--- src/rtl/audtx_pkg.sv ---
package audtx_pkg;

    localparam int LEN_W = 5;

    typedef enum logic [1:0] {
        FMT_RJ  = 2'd0,
        FMT_LJ  = 2'd1,
        FMT_I2S = 2'd2
    } fmt_e;

    // low -> right-justified, high -> left-justified, middle (1x) -> I2S
    function automatic fmt_e decode_fmt(input logic [1:0] code);
        case (code)
            2'b00:   return FMT_RJ;
            2'b01:   return FMT_LJ;
            default: return FMT_I2S;
        endcase
    endfunction

    // low -> 16, high -> 20, middle (1x) -> 24
    function automatic logic [LEN_W-1:0] decode_len(input logic [1:0] code);
        case (code)
            2'b00:   return LEN_W'(16);
            2'b01:   return LEN_W'(20);
            default: return LEN_W'(24);
        endcase
    endfunction

endpackage

--- src/rtl/audtx_sync.sv ---
module audtx_sync #(
    parameter int WIDTH  = 2,
    parameter int STAGES = 2
) (
    input  logic             clk,
    input  logic             rst,
    input  logic [WIDTH-1:0] d,
    output logic [WIDTH-1:0] q
);
    logic [WIDTH-1:0] chain [STAGES];

    always_ff @(posedge clk) begin
        if (rst) chain[0] <= '0;
        else     chain[0] <= d;
    end

    for (genvar g = 1; g < STAGES; g++) begin : g_stage
        always_ff @(posedge clk) begin
            if (rst) chain[g] <= '0;
            else     chain[g] <= chain[g-1];
        end
    end

    assign q = chain[STAGES-1];
endmodule

--- src/rtl/audtx_mode_dec.sv ---
module audtx_mode_dec
    import audtx_pkg::*;
(
    input  logic [1:0]       fmt_code,
    input  logic [1:0]       len_code,
    output fmt_e             fmt,
    output logic [LEN_W-1:0] wlen
);
    always_comb begin
        fmt  = decode_fmt(fmt_code);
        wlen = decode_len(len_code);
    end
endmodule

--- src/rtl/audtx_frame_track.sv ---
module audtx_frame_track
    import audtx_pkg::*;
#(
    parameter int SAMPLE_W = 24,
    parameter int CNT_W    = 8
) (
    input  logic                clk,
    input  logic                rst,
    input  logic                fall,
    input  logic                lr,
    input  fmt_e                fmt,
    input  logic [SAMPLE_W-1:0] left_smp,
    input  logic [SAMPLE_W-1:0] right_smp,
    output logic [CNT_W-1:0]    slot,
    output logic [CNT_W-1:0]    half_len,
    output logic                chan_left,
    output logic [SAMPLE_W-1:0] word_l,
    output logic [SAMPLE_W-1:0] word_r
);
    typedef struct packed {
        logic [SAMPLE_W-1:0] l;
        logic [SAMPLE_W-1:0] r;
    } pair_t;

    localparam logic [CNT_W-1:0] SLOT_MAX = {CNT_W{1'b1}};

    pair_t pair_q;
    logic  lr_seen;
    logic  edge_hit;
    logic  to_left;

    always_comb begin
        edge_hit = fall && (lr != lr_seen);
        to_left  = (fmt == FMT_I2S) ? ~lr : lr;
    end

    always_ff @(posedge clk) begin
        if (rst) begin
            lr_seen   <= 1'b0;
            chan_left <= 1'b0;
            slot      <= '0;
            half_len  <= '0;
            pair_q    <= '0;
        end else if (fall) begin
            lr_seen   <= lr;
            chan_left <= to_left;
            if (edge_hit) begin
                slot     <= '0;
                half_len <= (slot == SLOT_MAX) ? slot : slot + 1'b1;
                if (to_left) begin
                    pair_q.l <= left_smp;
                    pair_q.r <= right_smp;
                end
            end else if (slot != SLOT_MAX) begin
                slot <= slot + 1'b1;
            end
        end
    end

    assign word_l = pair_q.l;
    assign word_r = pair_q.r;

    AST_SLOT_ONLY_ON_FALL: assert property (@(posedge clk) disable iff (rst)
        !fall |=> $stable(slot));
    AST_LEN_HELD_IN_HALF: assert property (@(posedge clk) disable iff (rst)
        !edge_hit |=> $stable(half_len));
    AST_PAIR_FRAME_ONLY: assert property (@(posedge clk) disable iff (rst)
        !(edge_hit && to_left) |=> $stable(pair_q));
endmodule

--- src/rtl/audtx_slot_mux.sv ---
module audtx_slot_mux
    import audtx_pkg::*;
#(
    parameter int SAMPLE_W = 24,
    parameter int CNT_W    = 8
) (
    input  fmt_e                fmt,
    input  logic [LEN_W-1:0]    wlen,
    input  logic [CNT_W-1:0]    slot,
    input  logic [CNT_W-1:0]    half_len,
    input  logic [SAMPLE_W-1:0] word,
    output logic                bit_o
);
    logic [CNT_W-1:0]    wl;
    logic [CNT_W-1:0]    start;
    logic [CNT_W-1:0]    k;
    logic [SAMPLE_W-1:0] sh;

    always_comb begin
        wl = CNT_W'(wlen);
        case (fmt)
            FMT_RJ:  start = (half_len >= wl) ? half_len - wl : '0;
            FMT_LJ:  start = '0;
            default: start = CNT_W'(1);
        endcase
        k     = slot - start;
        sh    = word << k;
        bit_o = (slot >= start) && (k < wl) && sh[SAMPLE_W-1];
    end
endmodule

--- src/rtl/audtx_serial_out.sv ---
module audtx_serial_out
    import audtx_pkg::*;
#(
    parameter int SAMPLE_W    = 24,
    parameter int CNT_W       = 8,
    parameter int SYNC_STAGES = 2
) (
    input  logic                clk,
    input  logic                rst,
    input  logic [1:0]          fmt_code,
    input  logic [1:0]          len_code,
    input  logic                bclk,
    input  logic                lrclk,
    input  logic [SAMPLE_W-1:0] left_smp,
    input  logic [SAMPLE_W-1:0] right_smp,
    output logic                sdata
);
    logic [1:0]          sync_q;
    logic                bclk_d;
    logic                fall;
    logic                fall_q;
    fmt_e                fmt;
    logic [LEN_W-1:0]    wlen;
    logic [CNT_W-1:0]    slot;
    logic [CNT_W-1:0]    half_len;
    logic                chan_left;
    logic [SAMPLE_W-1:0] word_l;
    logic [SAMPLE_W-1:0] word_r;
    logic [SAMPLE_W-1:0] word_sel;
    logic                next_bit;

    audtx_sync #(.WIDTH(2), .STAGES(SYNC_STAGES)) u_sync (
        .clk (clk),
        .rst (rst),
        .d   ({lrclk, bclk}),
        .q   (sync_q)
    );

    always_ff @(posedge clk) begin
        if (rst) begin
            bclk_d <= 1'b0;
            fall_q <= 1'b0;
        end else begin
            bclk_d <= sync_q[0];
            fall_q <= fall;
        end
    end

    assign fall = bclk_d & ~sync_q[0];

    audtx_mode_dec u_mode (
        .fmt_code (fmt_code),
        .len_code (len_code),
        .fmt      (fmt),
        .wlen     (wlen)
    );

    audtx_frame_track #(.SAMPLE_W(SAMPLE_W), .CNT_W(CNT_W)) u_trk (
        .clk       (clk),
        .rst       (rst),
        .fall      (fall),
        .lr        (sync_q[1]),
        .fmt       (fmt),
        .left_smp  (left_smp),
        .right_smp (right_smp),
        .slot      (slot),
        .half_len  (half_len),
        .chan_left (chan_left),
        .word_l    (word_l),
        .word_r    (word_r)
    );

    assign word_sel = chan_left ? word_l : word_r;

    audtx_slot_mux #(.SAMPLE_W(SAMPLE_W), .CNT_W(CNT_W)) u_mux (
        .fmt      (fmt),
        .wlen     (wlen),
        .slot     (slot),
        .half_len (half_len),
        .word     (word_sel),
        .bit_o    (next_bit)
    );

    always_ff @(posedge clk) begin
        if (rst)         sdata <= 1'b0;
        else if (fall_q) sdata <= next_bit;
    end

    AST_DATA_AFTER_FALL: assert property (@(posedge clk) disable iff (rst)
        !fall_q |=> $stable(sdata));
    AST_I2S_LEAD_ZERO: assert property (@(posedge clk) disable iff (rst)
        (fall_q && slot == '0 && fmt == FMT_I2S) |=> !sdata);
endmodule

--- config.mk ---
export PLATFORM = sky130hd
export DESIGN_NAME = audtx_serial_out
export DESIGN_NICKNAME = d
export VERILOG_FILES = /design/src/rtl/audtx_pkg.sv /design/src/rtl/audtx_sync.sv /design/src/rtl/audtx_mode_dec.sv /design/src/rtl/audtx_frame_track.sv /design/src/rtl/audtx_slot_mux.sv /design/src/rtl/audtx_serial_out.sv
export SDC_FILE = /design/constraint.sdc
export NUM_CORES = 1
export LEC_CHECK = 0
export CAP_MARGIN = 25
export CORE_MARGIN = 3
export CORE_UTILIZATION = 40
export DETAILED_ROUTE_END_ITERATION = 16
export HOLD_SLACK_MARGIN = 0.08
export MAX_ROUTING_LAYER = met4
export SLEW_MARGIN = 30
export SYNTH_ARGS = -nofsm -noshare
export SYNTH_HDL_FRONTEND = slang
export SYNTH_SLANG_ARGS = --single-unit
--- constraint.sdc ---
create_clock -name clk -period 4.5 [get_ports clk]
set_input_delay 1.35 -clock clk [delete_from_list [all_inputs] [get_ports clk]]
set_output_delay 1.35 -clock clk [all_outputs]
set_load 0.03 [all_outputs]
Word-level counts from Yosys, hierarchy flattened
Memory sizes are Yosys's and may differ from the RTL's.
Index checks and enable logic that the tools add are counted.

word-level totals
  ROM bits = 0
  RAM bits = 4
  output and inout bits = 1
  register bits = 69
  bits in latches = 0
  input bits = 56
  memories kept = 1

cells by class
  eq/ne operators = 7
  shift-type cells = 1
  multipliers = 0
  bitwise gates (word level) = 5
  $add $sub $neg = 3
  div/mod/pow operators = 0
  reduce and logical (&&, ||, !) cells = 10
  mux-type cells = 14
  $lt $le $gt $ge = 3

memories
  name          depth  width  rd ports  clocked after Yosys merged registers in  write ports  line              RTL
  u_sync.chain  2      2      2         0                                        2            audtx_sync.sv:10  logic [WIDTH-1:0] chain [STAGES];

operator list
  kind                                                  number
  two-way mux 8 bit                                     4
  two-way mux 24 bit                                    1
  << shifter 24 x 8 -> 24 bit                           1
  one-hot mux 8 bit (2 select lines)                    1
  adder 8 x 1 -> 8 bit (second input constant)          1
  equality test 8 bit (second input constant)           1
  greater-or-equal comparator 8 x 5 -> 1 bit            1
  greater-or-equal comparator 8 bit                     1
  less-than comparator 8 x 5 -> 1 bit                   1
  != test 8 bit (second input constant)                 1
  one-hot mux 4 bit (2 select lines)                    1
  subtractor 8 x 5 -> 8 bit                             1
  subtractor 8 bit                                      1
  equality test 2 x 1 -> 1 bit (second input constant)  3
  zero test 2 bit                                       3
  two-way mux 1 bit                                     4
  two-way mux 2 bit                                     2
  one-hot mux 2 bit (2 select lines)                    1
  AND reduction 2 bit                                   2
  logical AND 1 bit                                     3
  AND reduction 3 bit                                   1
  equality test 2 bit (second input constant)           1
  NOT 1 bit                                             2
  bitwise OR 1 bit                                      2
  3 further kinds                                       3

Logic depth before layout (Yosys ltp)
Gate-level depths: netlist of run 1.

  depth in word-level cells = 9
  mapped depth = 20
  depth with buffers taken out = 19

By module
A second synthesis of run 1 with hierarchy kept.

unflattened totals
  cells, all modules = 474
  area, all modules = 4391.7 um^2

by module, submodules not included
  module             instances  cells each  area an instance (um^2)  seq. area each (um^2)
  audtx_frame_track  1          305         2772.7                   1321.3
  audtx_slot_mux     1          117         974.7                    0.0
  audtx_serial_out   1          35          489.2                    60.1
  audtx_sync         1          8           105.1                    80.1
  audtx_mode_dec     1          9           50.0                     0.0

Least setup slack after synthesis of run 1
Ideal clock, no wire load.

  path kind = input port to flip-flop
  start point = in len_code[0]
  end point = reg sdata
  stages on the path = 20
  arrival = 4.741 ns
  data required time = 4.439 ns
  library setup time = 0.061 ns
  path slack = -0.302 ns
  buffers on the path = 1
  cells stage by stage = nor2b_1 > ha_1 > inv_1 > fa_1 > a21oi_1 > a31oi_1 > nor2b_1 > nand2b_1 > ha_1 > clkbuf_2 > a21oi_1 > nand2_1 > xnor2_1 > inv_1 > ha_1 > nor2b_1 > nor2_1 > o211ai_1 > a2111oi_1 > a32o_1

on the way
  cells in the longest elaborated chain, start to end = 9
  elaborated cells on any way between the ends = 13
  those cells by class = add/sub (2); order compare (3); eq/ne (1); shift (1); mux (3); reduce/logical (3)

RTL lines
  item                                                                                     line                    RTL
  from (decl)                                                                              audtx_serial_out.sv:11  input logic [1:0] len_code,
  equality test 2 x 1 -> 1 bit or zero test 2 bit (tied branches)                          audtx_pkg.sv:22         case (code)
  one-hot mux 4 bit (2 select lines) *                                                     audtx_pkg.sv:22
  subtractor 8 x 5 -> 8 bit or greater-or-equal comparator 8 x 5 -> 1 bit (tied branches)  audtx_slot_mux.sv:22    FMT_RJ: start = (half_len >= wl) ? half_len - wl : '0;
  two-way mux 8 bit                                                                        audtx_slot_mux.sv:22
  one-hot mux 8 bit (2 select lines)                                                       audtx_slot_mux.sv:21    case (fmt)
  subtractor 8 bit                                                                         audtx_slot_mux.sv:26    k = slot - start;
  less-than comparator 8 x 5 -> 1 bit                                                      audtx_slot_mux.sv:28    bit_o = (slot >= start) && (k < wl) && sh[SAMPLE_W-1];
  logical AND 1 bit                                                                        audtx_slot_mux.sv:28
  logical AND 1 bit *                                                                      audtx_slot_mux.sv:28
  to (signal assigned)                                                                     audtx_serial_out.sv:86  else if (fall_q) sdata <= next_bit;
  to (decl)                                                                                audtx_serial_out.sv:16  output logic sdata

Mark *: on every way between the ends. The rest lies on a longest branch, timed or not.
A chain may end at the register's enable or synchronous reset.

Worst setup path in the final report of run 1
  start point = in len_code[1]
  end point = reg sdata

The elaborated chain is that of the path after synthesis.

==> qor.txt, run 1 <==
Fillcell total - 823
Fmax achieved - 232 MHz
WP data arrival - 4.59 ns
Root Driver - clkbuf_8
Die Wd - 102 µm
HP Class - flop to flop
Vias - 3208
Ant diodes - 0
Number of distinct library cells after synthesis - 50
Port Buf Inserts - 56
Synth Flop Type - dfxtp_1
Fin crit period - 4.31 ns
Clk_lat worst skew - 0.35 ns
Synthesis Warnings - 0
P_leak - 1.77 nW
Clock transition at path regs - 0.07 ns
Synthesis-to-finish area growth - 29.7%
WL met2 - 4.13 mm
WL final - 8.94 mm
Post-synthesis cell area - 3690 µm²
RSZ-0062 raised after global routing - false
Final Hold Viols - 0
Syn Area/Cell - 8.46 µm²
Met3 wire length - 338 µm
Wirelength per Cell - 14.4 µm
Num rows - 34
WS Path Type - input port to flop
Status - finished, final reports clean
Die area - 10400 µm²
Register bit count reported by yosys - 73
DR iter-0 viols - 93
Met1 WL - 4.39 mm
Critical path capture point type - flop
Share of cells above drive strength 1 - 13.7%
Tightest Pin Transition - 0.712 ns
Async SR Flop Fraction - 0%
Initial Util - 41.7%
CP max FO - 6
DRT Pass-1 Iters - 4
Final Net Count - 577
Max cap viols - 0
Min Hold Slack - 0.441 ns
Top Layer Used - met4
CTS Buf Count - 9
Initial antenna violation count - 0
DR vias/cell - 5.17
Largest net degree at the start of global routing - 69
Global-route wire length before repair - 14.8 mm
Pins over their slew limit - 0
Die span in y - 102 µm
Post-route ant nets - 0
Setup Skew - 0.0112 ns
# DRC - 0
Max IR drop VDD - 0.159 mV
CTS Sinks - 73
Final setup viols - 0
Synth Instances - 436
GPL Wtd Cong - 0.840
Gr usage total - 18.6%
EDFF count, synth - 0
Worst setup SP type - input port
Sequential share of the synthesized area - 39.6%
Cell Pwr Density - 283 nW/µm²
# H-tree levels - 3
Dpl hpwl - 6.44 mm
CTS tree - built
Design Power - 1.35 mW
Worst Path Required - 4.78 ns
CTS Buffer Depth - 2
Tcrit/Tclk final - 95.7%
Number of global-route vias before repair - 3104
Mapped Nets - 506
Remaining Overflow, GRT - 0
Top Ports - 57
Slew headroom - 52.4%
TNS Setup - 0 ns
Core Area - 8850 µm²
-- sequential cells by signal, indices dropped and copies added, names as in the netlist --
name and flops:
bclk_d 1, fall_q 1, sdata 1, u_sync.chain 4
u_trk.chan_left 1, u_trk.half_len 8, u_trk.lr_seen 1, u_trk.slot 8
u_trk.word_l 24, u_trk.word_r 24
-- cells in the final DEF, fill, tap and decap left out, types with 5 or more instances in the layout --
master           synthesis  routed
xor2_1                   6       6
xnor2_1                 13      12
clkbuf_8                 0       9
nor2b_1                 10       8
buf_4                    1      27
a31oi_1                  6       5
inv_1                    8       5
ha_1                    12       9
dfxtp_1                 73      73
o21ai_0                 11      11
nor2_1                  24      23
nand3b_1                 8       8
nand2_1                115     114
a21oi_1                 62      60
and3_1                   5       5
clkdlybuf4s50_1          0      53
mux4_1                   9       9
-- layer usage --
metal,up-vias,GRT usage (%)
met3,9,4.10
met1,1490,25.5
li1,1651,-
met5,-,-
met4,0,4.84
met2,58,28.0
-- area by class of cell --
cell class / instances / area [µm²] / area share, %
Inverter: 8 / 30.0 / 0.627
Tap cell: 108 / 135 / 2.82
Timing Repair Buffer: 85 / 788 / 16.5
Sequential cell: 73 / 1460 / 30.5
Clock inverter: 4 / 77.6 / 1.62
Multi-Input combinational cell: 330 / 2160 / 45.1
Clock buffer: 12 / 135 / 2.82
-- through the flow --
step           utilization, %  setup WS [ns]  std cells  instance area [µm²]
2_1_floorplan               -        -0.0196        436                 3740
3_3_place_gp             51.1         -0.561        601                 4520
3_5_place_dp             51.1         -0.711        601                 4520
4_1_cts                  53.8         0.0305        617                 4760
5_1_grt                  54.1         0.0135        620                 4790
6_report                 54.1          0.195        620                 4790
-- power by group --
part	internal [mW]	switching (mW)	total (mW)
clock network	0.315	0.242	0.557
logic	0.0861	0.0577	0.144
registers	0.650	0.00394	0.654
total	1.05	0.303	1.35
-- path summary, 6_finish.rpt --
check                                   startpoint            endpoint  slack [ns]  depth (start not counted)
worst min register to register  u_sync.chain[0][1]  u_sync.chain[1][1]        0.44                          1
worst max register to register   u_trk.half_len[2]               sdata        1.07                         16
worst max-delay path                   len_code[1]               sdata        0.19                         17
worst min-delay path            u_sync.chain[0][1]  u_sync.chain[1][1]        0.44                          1
-- Yosys cell counts, types with 2 or more instances --
master    number  share of area, %
a31oi_1        6               1.0
mux4_1         9               6.4
ha_1          12               4.1
nand3b_1       8               1.6
xnor2_1       13               3.1
a211oi_1       3              0.61
nand2_1      115                12
nor2_1        24               2.4
a22oi_1        2              0.41
nand3_1        4              0.54
and2_1         2              0.34
a21o_1         4              0.81
xor2_1         6               1.4
nor2b_1       10               1.7
clkbuf_1      17               1.7
buf_2          4              0.54
and3_1         5              0.85
mux2_2         3              0.92
fa_1           2               1.1
mux2i_1        4               1.1
a21oi_1       62               8.4
o21ai_0       11               1.5
inv_1          8              0.81
dfxtp_1       73                40
o211ai_1       2              0.41
nand2b_1       2              0.34
or3_1          2              0.34
-- kinds of logic after synthesis --
group | Yosys count | share of synthesized area (%)
adder cells (fa/ha/maj) | 14 | 5.15
multiplexers | 17 | 9.02
AO/OA/AOI/OAI | 102 | 16.3
XOR/XNOR | 19 | 4.51
AND/OR/NAND/NOR | 178 | 21.3
buffers and inverters | 33 | 4.14
flip-flops | 73 | 39.6
-- critical path, stage by stage --
cell       delay, ns
buf_2           0.12
nor2b_4         0.13
ha_4            0.15
inv_2           0.03
fa_2            0.34
a21oi_2         0.17
a31oi_2         0.12
a21o_1          0.17
ha_2            0.17
inv_2           0.05
fa_2            0.50
mux2i_1         0.15
or3_1           0.36
a41oi_2         0.13
o211ai_1        0.12
a2111oi_2       0.32
a32o_1          0.20
-- repair_timing --
action,in CTS,in global routing
hold buffers,0,0
resized for setup,15,3
buffers inserted,0,3
pin swaps,12,9
setup endpoints to repair,1,1
(Power assumes the default switching activity.)
==> inputs of run 2 (changes only) <==
--- a/config.mk
+++ b/config.mk
@@ -5,6 +5,7 @@
 export SDC_FILE = /design/constraint.sdc
 export NUM_CORES = 1
 export LEC_CHECK = 0
+export ABC_CLOCK_PERIOD_IN_PS = 4500
 export CAP_MARGIN = 25
 export CORE_MARGIN = 3
 export CORE_UTILIZATION = 40
==> results of run 2 <==
Same layout as run 1: the final DEF is identical, and so are final timing and power.
==> inputs of run 3 (changes only) <==
--- a/config.mk
+++ b/config.mk
@@ -8,10 +8,11 @@
 export ABC_CLOCK_PERIOD_IN_PS = 4500
 export CAP_MARGIN = 25
 export CORE_MARGIN = 3
-export CORE_UTILIZATION = 40
+export CORE_UTILIZATION = 49
 export DETAILED_ROUTE_END_ITERATION = 16
 export HOLD_SLACK_MARGIN = 0.08
 export MAX_ROUTING_LAYER = met4
+export PLACE_DENSITY = 0.77
 export SLEW_MARGIN = 30
 export SYNTH_ARGS = -nofsm -noshare
 export SYNTH_HDL_FRONTEND = slang
==> run 3 against run 2 <==
  * Clock power up 12%
  * Clock skew about the same
  * Highest routed layer unchanged
  * Cell area up 1.0%
  * Sequential power about the same
  * Critical endpoint unchanged
==> qor.txt, run 3 (synthesis gave the netlist of run 1 again) <==
Status - finished, final reports clean
Worst setup SP type - input port
TNS Setup - 0 ns (unchanged)
Remaining Overflow, GRT - 0 (unchanged)
Die Wd - 92.8 µm (-9.1%)
# H-tree levels - 3 (unchanged)
Slew headroom - 52.9% (+0.51 points)
Setup Skew - 0.0113 ns (+0.0000848 ns)
Fmax achieved - 229 MHz (-1.4%)
Top Layer Used - met4
Min Hold Slack - 0.439 ns (-0.00238 ns)
CP max FO - 4 (-2)
Tightest Pin Transition - 0.704 ns (-0.00759 ns)
Register-to-Register Path Depth - 16 (unchanged)
Die area - 8610 µm² (-17%)
Clock transition at path regs - 0.08 ns (about the same)
Critical path capture point type - flop
CTS Buffer Depth - 2 (unchanged)
Fin crit period - 4.37 ns (+0.0618 ns)
Port Buf Inserts - 56 (unchanged)
P_leak - 1.79 nW (+1.4%)
Max IR drop VDD - 0.175 mV (+10%)
DR iter-0 viols - 123 (+32%)
DR vias/cell - 5.50 (+6.3%)
Core Area - 7290 µm² (-18%)
Global-route wire length before repair - 14.7 mm (-0.88%)
Met3 wire length - 587 µm (+74%)
WL met2 - 4.45 mm (+7.9%)
R2R Setup Slk - 0.98 ns (-0.09 ns)
Crit. Startpoint - len_code[1]
CTS Buf Count - 9 (unchanged)
Met1 WL - 3.85 mm (-12%)
Share of cells above drive strength 1 - 14.6% (+0.89 points)
Post-route ant nets - 0 (unchanged)
Final setup viols - 0 (unchanged)
Wirelength per Cell - 14.9 µm (+3.2%)
WL final - 9.13 mm (+2.2%)
CTS tree - built
Post-placement cell area - 4480 µm² (-1.1%)
Cell Pwr Density - 294 nW/µm² (+3.8%)
Dpl hpwl - 6.36 mm (-1.1%)
Root Driver - clkbuf_8
HP Class - flop to flop
Worst Path Required - 4.80 ns (+0.02 ns)
Ant diodes - 0 (unchanged)
Synthesis-to-finish area growth - 31.1%
GPL Wtd Cong - 0.939 (+12%)
WS Path Type - input port to flop
Die span in y - 92.8 µm (-9.1%)
Top Ports - 57 (unchanged)
Clk_lat worst skew - 0.35 ns (about the same)
CTS Sinks - 73 (unchanged)
Most frequent cells in the layout - nand2_1 (115), dfxtp_1 (73), a21oi_1 (61), clkdlybuf4s50_1 (53), buf_4 (31)
Tcrit/Tclk final - 97.0% (+1.4 points)
Number of global-route vias before repair - 3324 (+7.1%)
Pins over their slew limit - 0 (unchanged)
Initial antenna violation count - 0 (unchanged)
Max cap viols - 0 (unchanged)
Commonest non-fill, non-tap cell in the layout - nand2_1
WP data arrival - 4.66 ns (+0.07 ns)
Reg2reg end - sdata
Final Net Count - 580 (+0.52%)
Design Power - 1.42 mW (+4.9%)
Design area - 4840 µm² (+1.0%)
R2r startpoint - u_trk.half_len[2]
# DRC - 0 (unchanged)
Num rows - 31 (-8.8%)
Worst setup endpoint - sdata
Gr usage total - 21.9% (+3.3 points)
Initial Util - 50.6% (+8.9 points)
Vias - 3378 (+5.3%)
Largest net degree at the start of global routing - 49 (-29%)
Final Hold Viols - 0 (unchanged)
DRT Pass-1 Iters - 4 (unchanged)
run 3: cell type report:
cell class | count | area, µm²
fillers | 611 | 2450
multi-input cells | 330 | 2180
flip-flops and latches | 73 | 1460
repair buffers | 88 | 798
clock buffers | 9 | 124
well taps | 99 | 124
clock inverters | 7 | 119
inverters | 8 | 30.0
run 3: metrics by stage:
stage | setup slack (ns) | utilization (%) | std cells
2_1_floorplan | -0.0196 | - | 436
5_1_grt | -0.00943 | 66.3 | 614
3_3_place_gp | -0.536 | 61.4 | 591
3_5_place_dp | -0.688 | 61.4 | 591
6_report | 0.133 | 66.3 | 614
4_1_cts | 0.0415 | 65.6 | 611
run 3: how the worst min path moves through the flow:
stage	to	start	slack, ns	cells past startpoint
finish	u_sync.chain[1][1]	u_sync.chain[0][1]	0.44	1
global route	u_sync.chain[1][0]	u_sync.chain[0][0]	0.46	1
CTS	u_sync.chain[1][1]	u_sync.chain[0][1]	0.44	1
detailed placement	u_sync.chain[1][1]	u_sync.chain[0][1]	0.42	1
global placement	u_sync.chain[1][1]	u_sync.chain[0][1]	0.42	1
floorplan	u_sync.chain[1][0]	u_sync.chain[0][0]	0.41	1
run 3: timing repair:
action / 4_1_cts / 5_1_grt
hold buffers: 0 / 0
setup buffers: 4 / 3
endpoints found under the hold margin: 0 / 0
gates cloned: 0 / 0
endpoints found under the setup margin: 1 / 1
pin swaps: 11 / 8
resized for setup: 16 / 5
run 3: power breakdown:
group / internal, mW / switching (mW)
registers: 0.650 / 0.00394
logic: 0.0856 / 0.0587
clock network: 0.368 / 0.255
run 3: layer usage:
metal	vias to the layer above	track usage, %
li1	1657	-
met1	1572	26.4
met2	123	34.8
met3	26	5.44
met4	0	9.77
met5	-	-
run 3: worst max-delay path, stage by stage:
cell,delay (ns)
buf_2,0.12
nor2b_4,0.14
ha_4,0.15
inv_2,0.03
fa_2,0.35
a21oi_4,0.17
a31oi_4,0.12
a21o_1,0.17
ha_2,0.17
inv_2,0.05
fa_2,0.49
mux2i_1,0.16
or3_1,0.36
a41oi_2,0.16
o211ai_1,0.12
a2111oi_2,0.33
a32o_1,0.22
